===== src/rtl/sync_edge_status.sv =====
module sync_edge_status #(
  parameter int SYNC_STAGES = 2
) (
  input  logic       clk,
  input  logic       rst_n,
  input  logic       rd_en,
  input  logic       wr_en,
  input  logic [7:0] wr_data,
  output logic [7:0] rd_data,
  input  logic       vsync_pin,
  input  logic       hsync_pin,
  input  logic       csync_pin,
  input  logic       hfb_pin,
  input  logic       vfb_pin,
  input  logic       preeq_pulse,
  input  logic       ihsync_lvl,
  input  logic       ivsync_lvl
);

  localparam int NPIN  = 5;
  localparam int NFLAG = NPIN + 1;
  localparam int PRIME = SYNC_STAGES + 1;

  logic [NPIN-1:0]  pins_raw;
  logic [NPIN-1:0]  sync_q [SYNC_STAGES];
  logic [NPIN-1:0]  prev_q;
  logic [PRIME-1:0] prime_q;
  logic             primed;
  logic [NPIN-1:0]  pin_rise;
  logic [NFLAG-1:0] evt, clr, flag_q, flag_d, arm_q, arm_d;

  assign pins_raw = {vsync_pin, hsync_pin, csync_pin, hfb_pin, vfb_pin};

  always_ff @(posedge clk or negedge rst_n) begin
    if (!rst_n) begin
      for (int k = 0; k < SYNC_STAGES; k++) sync_q[k] <= '0;
      prev_q  <= '0;
      prime_q <= '0;
    end else begin
      sync_q[0] <= pins_raw;
      for (int k = 1; k < SYNC_STAGES; k++) sync_q[k] <= sync_q[k-1];
      prev_q  <= sync_q[SYNC_STAGES-1];
      prime_q <= {prime_q[PRIME-2:0], 1'b1};
    end
  end

  assign primed   = prime_q[PRIME-1];
  assign pin_rise = sync_q[SYNC_STAGES-1] & ~prev_q & {NPIN{primed}};
  assign evt      = {pin_rise, preeq_pulse};
  assign clr      = {NFLAG{wr_en}} & ~wr_data[7:2] & arm_q;
  assign flag_d   = evt | (flag_q & ~clr);
  assign arm_d    = wr_en ? '0 : (arm_q | ({NFLAG{rd_en}} & flag_q));

  always_ff @(posedge clk or negedge rst_n) begin
    if (!rst_n) begin
      flag_q <= '0;
      arm_q  <= '0;
    end else begin
      flag_q <= flag_d;
      arm_q  <= arm_d;
    end
  end

  assign rd_data = {flag_q, ihsync_lvl, ivsync_lvl};

  generate
    for (genvar i = 0; i < NFLAG; i++) begin : g_chk
      p_clear_needs_arm_r7: assert property (@(posedge clk) disable iff (!rst_n)
        $fell(flag_q[i]) |-> $past(wr_en && !wr_data[i+2] && arm_q[i]));
      p_event_sets_r9: assert property (@(posedge clk) disable iff (!rst_n)
        evt[i] |=> flag_q[i]);
      p_arm_from_read_r8: assert property (@(posedge clk) disable iff (!rst_n)
        $rose(arm_q[i]) |-> $past(rd_en && !wr_en && flag_q[i]));
      p_rise_has_cause_r2: assert property (@(posedge clk) disable iff (!rst_n)
        $rose(flag_q[i]) |-> $past(evt[i]));
    end
  endgenerate

  p_write_disarms_r6: assert property (@(posedge clk) disable iff (!rst_n)
    wr_en |=> (arm_q == '0));
  p_quiet_start_r10: assert property (@(posedge clk) disable iff (!rst_n)
    !primed |=> (flag_q[NFLAG-1:1] == '0) || $past(flag_q[NFLAG-1:1] != '0));

endmodule


===== config.mk =====
export PLATFORM = sky130hd
export DESIGN_NAME = sync_edge_status
export DESIGN_NICKNAME = d
export VERILOG_FILES = /design/src/rtl/sync_edge_status.sv
export SDC_FILE = /design/constraint.sdc
export NUM_CORES = 1
export LEC_CHECK = 0
export BUFFER_PORTS_ARGS = -buffer_cell sky130_fd_sc_hd__buf_2
export CORE_ASPECT_RATIO = 0.75
export CORE_MARGIN = 3
export CORE_UTILIZATION = 47
export DETAILED_ROUTE_END_ITERATION = 8
export PLACE_DENSITY_LB_ADDON = 0.1
export SETUP_SLACK_MARGIN = 0.1
export SYNTH_ARGS = -nofsm -noshare
export SYNTH_HDL_FRONTEND = slang
export SYNTH_SLANG_ARGS = --single-unit

===== constraint.sdc =====
create_clock -name clk -period 0.8 [get_ports clk]
set_input_delay 0.2 -clock clk [delete_from_list [all_inputs] [get_ports clk]]
set_output_delay 0.2 -clock clk [all_outputs]
set_load 0.01 [all_outputs]

==> impl_metrics.env, run 1 <==
export IMPL_crit_arrival_ps=850
export IMPL_dieArea_mm2=0.00261
export IMPL_insertion_delay_ps=310
export IMPL_synth_seq_cells=30
export IMPL_syn_avg_cell_area_um2=15.1
export IMPL_syn_nets=83
export IMPL_dp_cells=105
export IMPL_grt_pass1_wl_um=2520
export IMPL_critical_path_class="register to output port"
export IMPL_pwr_share_clk_pct=29.2
export IMPL_hold_start="preeq_pulse"
export IMPL_area_delta_synth_final_pct=35.0
export IMPL_yosys_warnings=0
export IMPL_die_x_um=58.0
export IMPL_globalRouteMet1Util_pct=16.7
export IMPL_fin_util_pct=70.7
export IMPL_root_buffer="clkbuf_4"
export IMPL_use_met2_pct=20.9
export IMPL_antenna_left=0
export IMPL_holdPathEnd="flag_q[0]"
export IMPL_die_h_um=45.0
export IMPL_wl_per_cell_um=12.2
export IMPL_combinationalPowerShare_pct=14.1
export IMPL_use_met3_pct=6.00
export IMPL_drive_gt1_share_pct=41.7
export IMPL_instances_no_fill=125
export IMPL_syn_cell_area_um2=953
export IMPL_synth_top_family_by_area="compound AO/OA/AOI/OAI gates"
export IMPL_grt_pass1_vias=583
export IMPL_cp_cell_sequence="buf_2"
export IMPL_setup_slack_ps=-247
export IMPL_yosysSeqAreaShare_pct=78.7
export IMPL_cp_num_buf_inv=1
export IMPL_reg2reg_from="flag_q[3]"
export IMPL_hold_class="primary input to register"
export IMPL_numCtsBuffers=5
export IMPL_synthSimpleGateAreaFrac_pct=7.48
export IMPL_r2r_cells=2
export IMPL_routed_via_density=4.69
export IMPL_cts_sinks=30
export IMPL_syn_inst=63
export IMPL_critical_path_max_stage_delay_ps=390
export IMPL_rr_endpoint="flag_q[3]"
export IMPL_fmaxAchievable_mhz=955
export IMPL_p_leak_uw=0.000605
export IMPL_finalSetupTns_ps=-1500
export IMPL_nNetsFinal=122
export IMPL_placed_area_mm2=0.00109
export IMPL_first_pass_iters=4
export IMPL_cp_top_family="flip-flops"
export IMPL_core_mm2=0.00182
export IMPL_critPathMaxFanout=2
export IMPL_drv_cap=0
export IMPL_ys_types=12
export IMPL_initial_core_util_pct=52.3
export IMPL_vias=586
export IMPL_htree_levels=2
export IMPL_antenna_found_initial=0
export IMPL_regToRegSetupSlack_ps=-20
export IMPL_fillerInstances=139
export IMPL_fin_crit_ps=1050
export IMPL_fin_area_mm2=0.00129
export IMPL_critPathCaptureType="output port"
export IMPL_rsz0062_at_grt="yes"
export IMPL_slowest_stage="dfrtp_1"
export IMPL_cts_max_path_buffers=2
export IMPL_setup_viol=10
export IMPL_gp_congestion=0.633
export IMPL_drtIter0Drc=16
export IMPL_p_sw_share_pct=23.5
export IMPL_fin_crit_sh_pct=131
export IMPL_p_per_area_mw_per_mm2=2350
export IMPL_synthMuxAreaShare_pct=0
export IMPL_drv_slew=0
export IMPL_synth_xor_area_share_pct=0
export IMPL_num_rows=13
export IMPL_status="finished, violations left"
export IMPL_synth_compound_area_share_pct=9.06
export IMPL_drt_wl_total_um=1530
export IMPL_synth_fa_ha_area_share_pct=0
export IMPL_cts_tree="yes"
export IMPL_p_seq_share_pct=56.7
export IMPL_grt_busiest_layer="met2"
export IMPL_grt_max_degree=31
export IMPL_port_buffers=21
export IMPL_fin_skew_ps=7.02
export IMPL_start_kind="register"
export IMPL_io_pins=28
export IMPL_p_sw_uw=710
export IMPL_grt_use_total_pct=14.1
export IMPL_failed_checks="setup timing"
export IMPL_p_int_uw=2320
export IMPL_overflow=0
export IMPL_dp_hpwl_um=941
export IMPL_antennaDiodeCount=0
export IMPL_vdd_drop_max_v=0.00154
export IMPL_worstPathRequired_ps=600
export IMPL_hold_depth=2
export IMPL_cts_clk_slew_worst_paths_ps=90
export IMPL_timing_final_hold_violations=0
export IMPL_drc=0
## cell families after synthesis
kind of cell | Yosys count
flip-flops | 30
other | 1
AND/OR/NAND/NOR | 13
buffers and inverters | 7
AO/OA/AOI/OAI | 12
## worst max-delay path by stage
| stage | cells past startpoint | from | end | slack, ps |
|---|---|---|---|---|
| 2_1_floorplan | 1 | flag_q[1] | flag_q[1] | 80 |
| 3_3_place_gp | 3 | wr_en | flag_q[1] | -40 |
| 3_5_place_dp | 3 | wr_en | flag_q[1] | -50 |
| 4_1_cts | 1 | flag_q[3] | rd_data[5] | -260 |
| 5_1_grt | 1 | flag_q[2] | rd_data[4] | -300 |
| 6_report | 1 | flag_q[0] | rd_data[2] | -250 |
## area by class of cell
class	count	area, µm²	share of cell area, %
Sequential cell	30	752	58.4
Timing Repair Buffer	35	249	19.3
Multi-Input combinational cell	26	184	14.3
Clock buffer	7	55.1	4.28
Tap cell	22	27.5	2.14
Inverter	4	15.0	1.17
Clock inverter	1	5.00	0.389
## power groups by stage
stage	registers, µW	logic [µW]	clock network (µW)
after floorplan	1760	114	0
after global placement	1750	270	0
after detailed placement	1750	280	0
after CTS	1710	412	925
after global routing	1740	472	994
final	1720	427	884
## flip-flops by register name (all words and copies together) (netlist names)
name     cells
arm_q        6
flag_q       6
prev_q       5
prime_q      3
sync_q      10
## cell usage after synthesis
cell       number  area share, %
dfrtp_1        30             79
a21oi_1         6            3.1
nand3b_1        6            4.7
nor2_1          6            2.4
a32o_1          4            4.2
inv_1           4            1.6
buf_4           2            1.6
a21o_1          1           0.79
buf_6           1            1.2
conb_1          1           0.39
nand2_1         1           0.39
o2bb2ai_1       1           0.92
## layout by cell type (no fill, tap or decap), drive strengths merged
cell type,n
a21o,1
a21oi,6
a32o,4
buf,29
clkbuf,7
clkinv,1
conb,1
dfrtp,30
dlygate4sd3,6
inv,4
nand2,1
nand3b,6
nor2,6
o2bb2ai,1
## per-layer routing
metal | share of wire [%] | routed length, µm
met1 | 47 | 724
met2 | 43 | 663
met3 | 6.7 | 103
met4 | 2.4 | 36
met5 | 0 | 0
## metrics by stage
step,power (µW),setup slack [ps],hold WS (ps)
2_1_floorplan,1880,76.5,-95.6
3_3_place_gp,2020,-39.5,160
3_5_place_dp,2030,-51.6,162
4_1_cts,3050,-263,53.4
5_1_grt,3200,-299,68.5
6_report,3030,-247,64.0
## what timing repair did
| item | 4_1_cts | 5_1_grt |
|---|---|---|
| resized for setup | 5 | 5 |
| buffers inserted | 6 | 2 |
| hold buffers | 6 | 0 |
| cloned | 0 | 0 |
| endpoints found under the setup margin | 12 | 18 |
| pin swaps | 4 | 4 |
| hold endpoints to repair | 35 | 0 |
Note: power is estimated with default switching activity, not from simulation.
==> inputs of run 2 (changes only) <==
--- a/config.mk
+++ b/config.mk
@@ -8,7 +8,7 @@
 export BUFFER_PORTS_ARGS = -buffer_cell sky130_fd_sc_hd__buf_2
 export CORE_ASPECT_RATIO = 0.75
 export CORE_MARGIN = 3
-export CORE_UTILIZATION = 47
+export CORE_UTILIZATION = 48
 export DETAILED_ROUTE_END_ITERATION = 8
 export PLACE_DENSITY_LB_ADDON = 0.1
 export SETUP_SLACK_MARGIN = 0.1
==> impl_metrics.env, run 2 (synthesized netlist as in run 1, its figures left out) <==
export IMPL_status="finished, violations left"
export IMPL_failed_checks="setup timing"
export IMPL_dp_hpwl_um=1020
export IMPL_routed_via_density=4.72
export IMPL_critical_path_class="register to output port"
export IMPL_initial_core_util_pct=52.8
export IMPL_wl_per_cell_um=12.7
export IMPL_rsz0062_at_grt="yes"
export IMPL_port_buffers=21
export IMPL_combinationalPowerShare_pct=14.9
export IMPL_fmaxAchievable_mhz=958
export IMPL_antennaDiodeCount=0
export IMPL_cts_tree="yes"
export IMPL_drtIter0Drc=8
export IMPL_cts_clk_slew_worst_paths_ps=80
export IMPL_drt_wl_total_um=1610
export IMPL_timing_final_hold_violations=0
export IMPL_root_buffer="clkbuf_4"
export IMPL_drive_gt1_share_pct=43.8
export IMPL_hold_class="primary input to register"
export IMPL_dieArea_mm2=0.00256
export IMPL_cp_top_family="flip-flops"
export IMPL_crit_arrival_ps=840
export IMPL_grt_pass1_wl_um=2700
export IMPL_worstPathRequired_ps=600
export IMPL_cp_cell_sequence="buf_2"
export IMPL_p_seq_share_pct=56.4
export IMPL_critPathCaptureType="output port"
export IMPL_largest_register_ffs=10
export IMPL_start_kind="register"
export IMPL_vias=599
export IMPL_finalSetupTns_ps=-1440
export IMPL_holdWs_ps=67.6
export IMPL_p_int_uw=2340
export IMPL_die_x_um=57.5
export IMPL_fin_area_mm2=0.00131
export IMPL_area_delta_synth_final_pct=37.7
export IMPL_antenna_left=0
export IMPL_p_sw_share_pct=23.2
export IMPL_pwr_share_clk_pct=28.7
export IMPL_vdd_drop_max_v=0.00207
export IMPL_insertion_delay_ps=310
export IMPL_setup_viol=9
export IMPL_cp_num_buf_inv=1
export IMPL_cts_max_path_buffers=2
export IMPL_fin_crit_ps=1040
export IMPL_nNetsFinal=124
export IMPL_p_sw_uw=707
export IMPL_drv_slew=0
export IMPL_fin_skew_ps=2.27
export IMPL_core_mm2=0.00181
export IMPL_fillerInstances=126
export IMPL_overflow=0
export IMPL_first_pass_iters=2
export IMPL_reg_top3="sync_q x10, arm_q x6, flag_q x6"
export IMPL_regToRegSetupSlack_ps=-20
export IMPL_setup_slack_ps=-244
export IMPL_grt_use_total_pct=15.4
export IMPL_p_leak_uw=0.000617
export IMPL_antenna_found_initial=0
export IMPL_p_per_area_mw_per_mm2=2320
export IMPL_final_common_cell="dfrtp_1"
export IMPL_io_pins=28
export IMPL_cts_sinks=30
export IMPL_layout_common_cells="dfrtp_1, buf_2"
export IMPL_num_rows=13
export IMPL_grt_max_degree=31
export IMPL_regMostFlops="sync_q"
export IMPL_htree_levels=2
export IMPL_critPathMaxFanout=2
export IMPL_die_h_um=44.6
export IMPL_fin_crit_sh_pct=130
export IMPL_drv_cap=0
export IMPL_critical_path_max_stage_delay_ps=400
export IMPL_slowest_stage="dfrtp_1"
export IMPL_gp_congestion=0.678
export IMPL_drc=0
export IMPL_numCtsBuffers=5
export IMPL_placed_area_mm2=0.00109
export IMPL_grt_pass1_vias=607
==> run 2: cell types whose count changed in the layout (fill, tap and decap cells not counted) <==
cell,change
o2bb2ai_2,+1
buf_4,+1
buf_6,+1
o2bb2ai_1,-1
==> run 2: worst paths after layout <==
path | endpoint | cells after the start | from
min in group asynchronous | prev_q[4] | 3 | rst_n
worst max-delay path | rd_data[4] | 1 | flag_q[2]
worst min-delay path | flag_q[0] | 2 | preeq_pulse
max in group asynchronous | prime_q[2] | 3 | rst_n
worst min register to register | sync_q[3] | 0 | sync_q[8]
worst max register to register | flag_q[2] | 2 | flag_q[2]
==> run 2: final cells by class <==
| type | count | area, µm² | area share (%) |
|---|---|---|---|
| timing repair buffer | 37 | 268 | 20.4 |
| tap | 22 | 27.5 | 2.10 |
| clock inverter | 1 | 5.00 | 0.381 |
| clock buffer | 7 | 55.1 | 4.19 |
| multi-input combinational | 26 | 190 | 14.5 |
| inverter | 4 | 15.0 | 1.14 |
| sequential | 30 | 752 | 57.3 |
==> run 2: what timing repair did <==
action | in CTS | in global routing
endpoints found under the hold margin | 35 | 0
endpoints found under the setup margin | 13 | 18
pin swaps | 2 | 6
hold buffers | 6 | 0
setup buffers | 6 | 4
resized for setup | 6 | 8
==> run 2: routing by layer <==
layer | vias to the layer above | GRT usage [%] | part of all wire [%]
li1 | 290 | - | -
met1 | 289 | 17.3 | 45
met2 | 16 | 24.1 | 46
met3 | 4 | 6.12 | 5.8
met4 | 0 | 11.1 | 2.3
met5 | - | 0 | 0
==> run 2: stage by stage <==
stage / total power, µW / util [%] / worst slack [ps] / cells
floorplan: 1880 / - / 76.5 / 63
global placement: 2020 / 60.6 / -35.4 / 106
detailed placement: 2030 / 60.6 / -39.8 / 106
CTS: 3040 / 70.9 / -253 / 126
global route: 3220 / 72.7 / -283 / 127
finish: 3040 / 72.7 / -244 / 127
==> run 2: power by group through the flow <==
stage / Combinational (µW) / Sequential (µW) / Clock (µW)
after floorplan: 114 / 1760 / 0
after global placement: 275 / 1750 / 0
after detailed placement: 282 / 1750 / 0
after CTS: 414 / 1710 / 913
after global routing: 498 / 1730 / 989
final: 454 / 1720 / 874
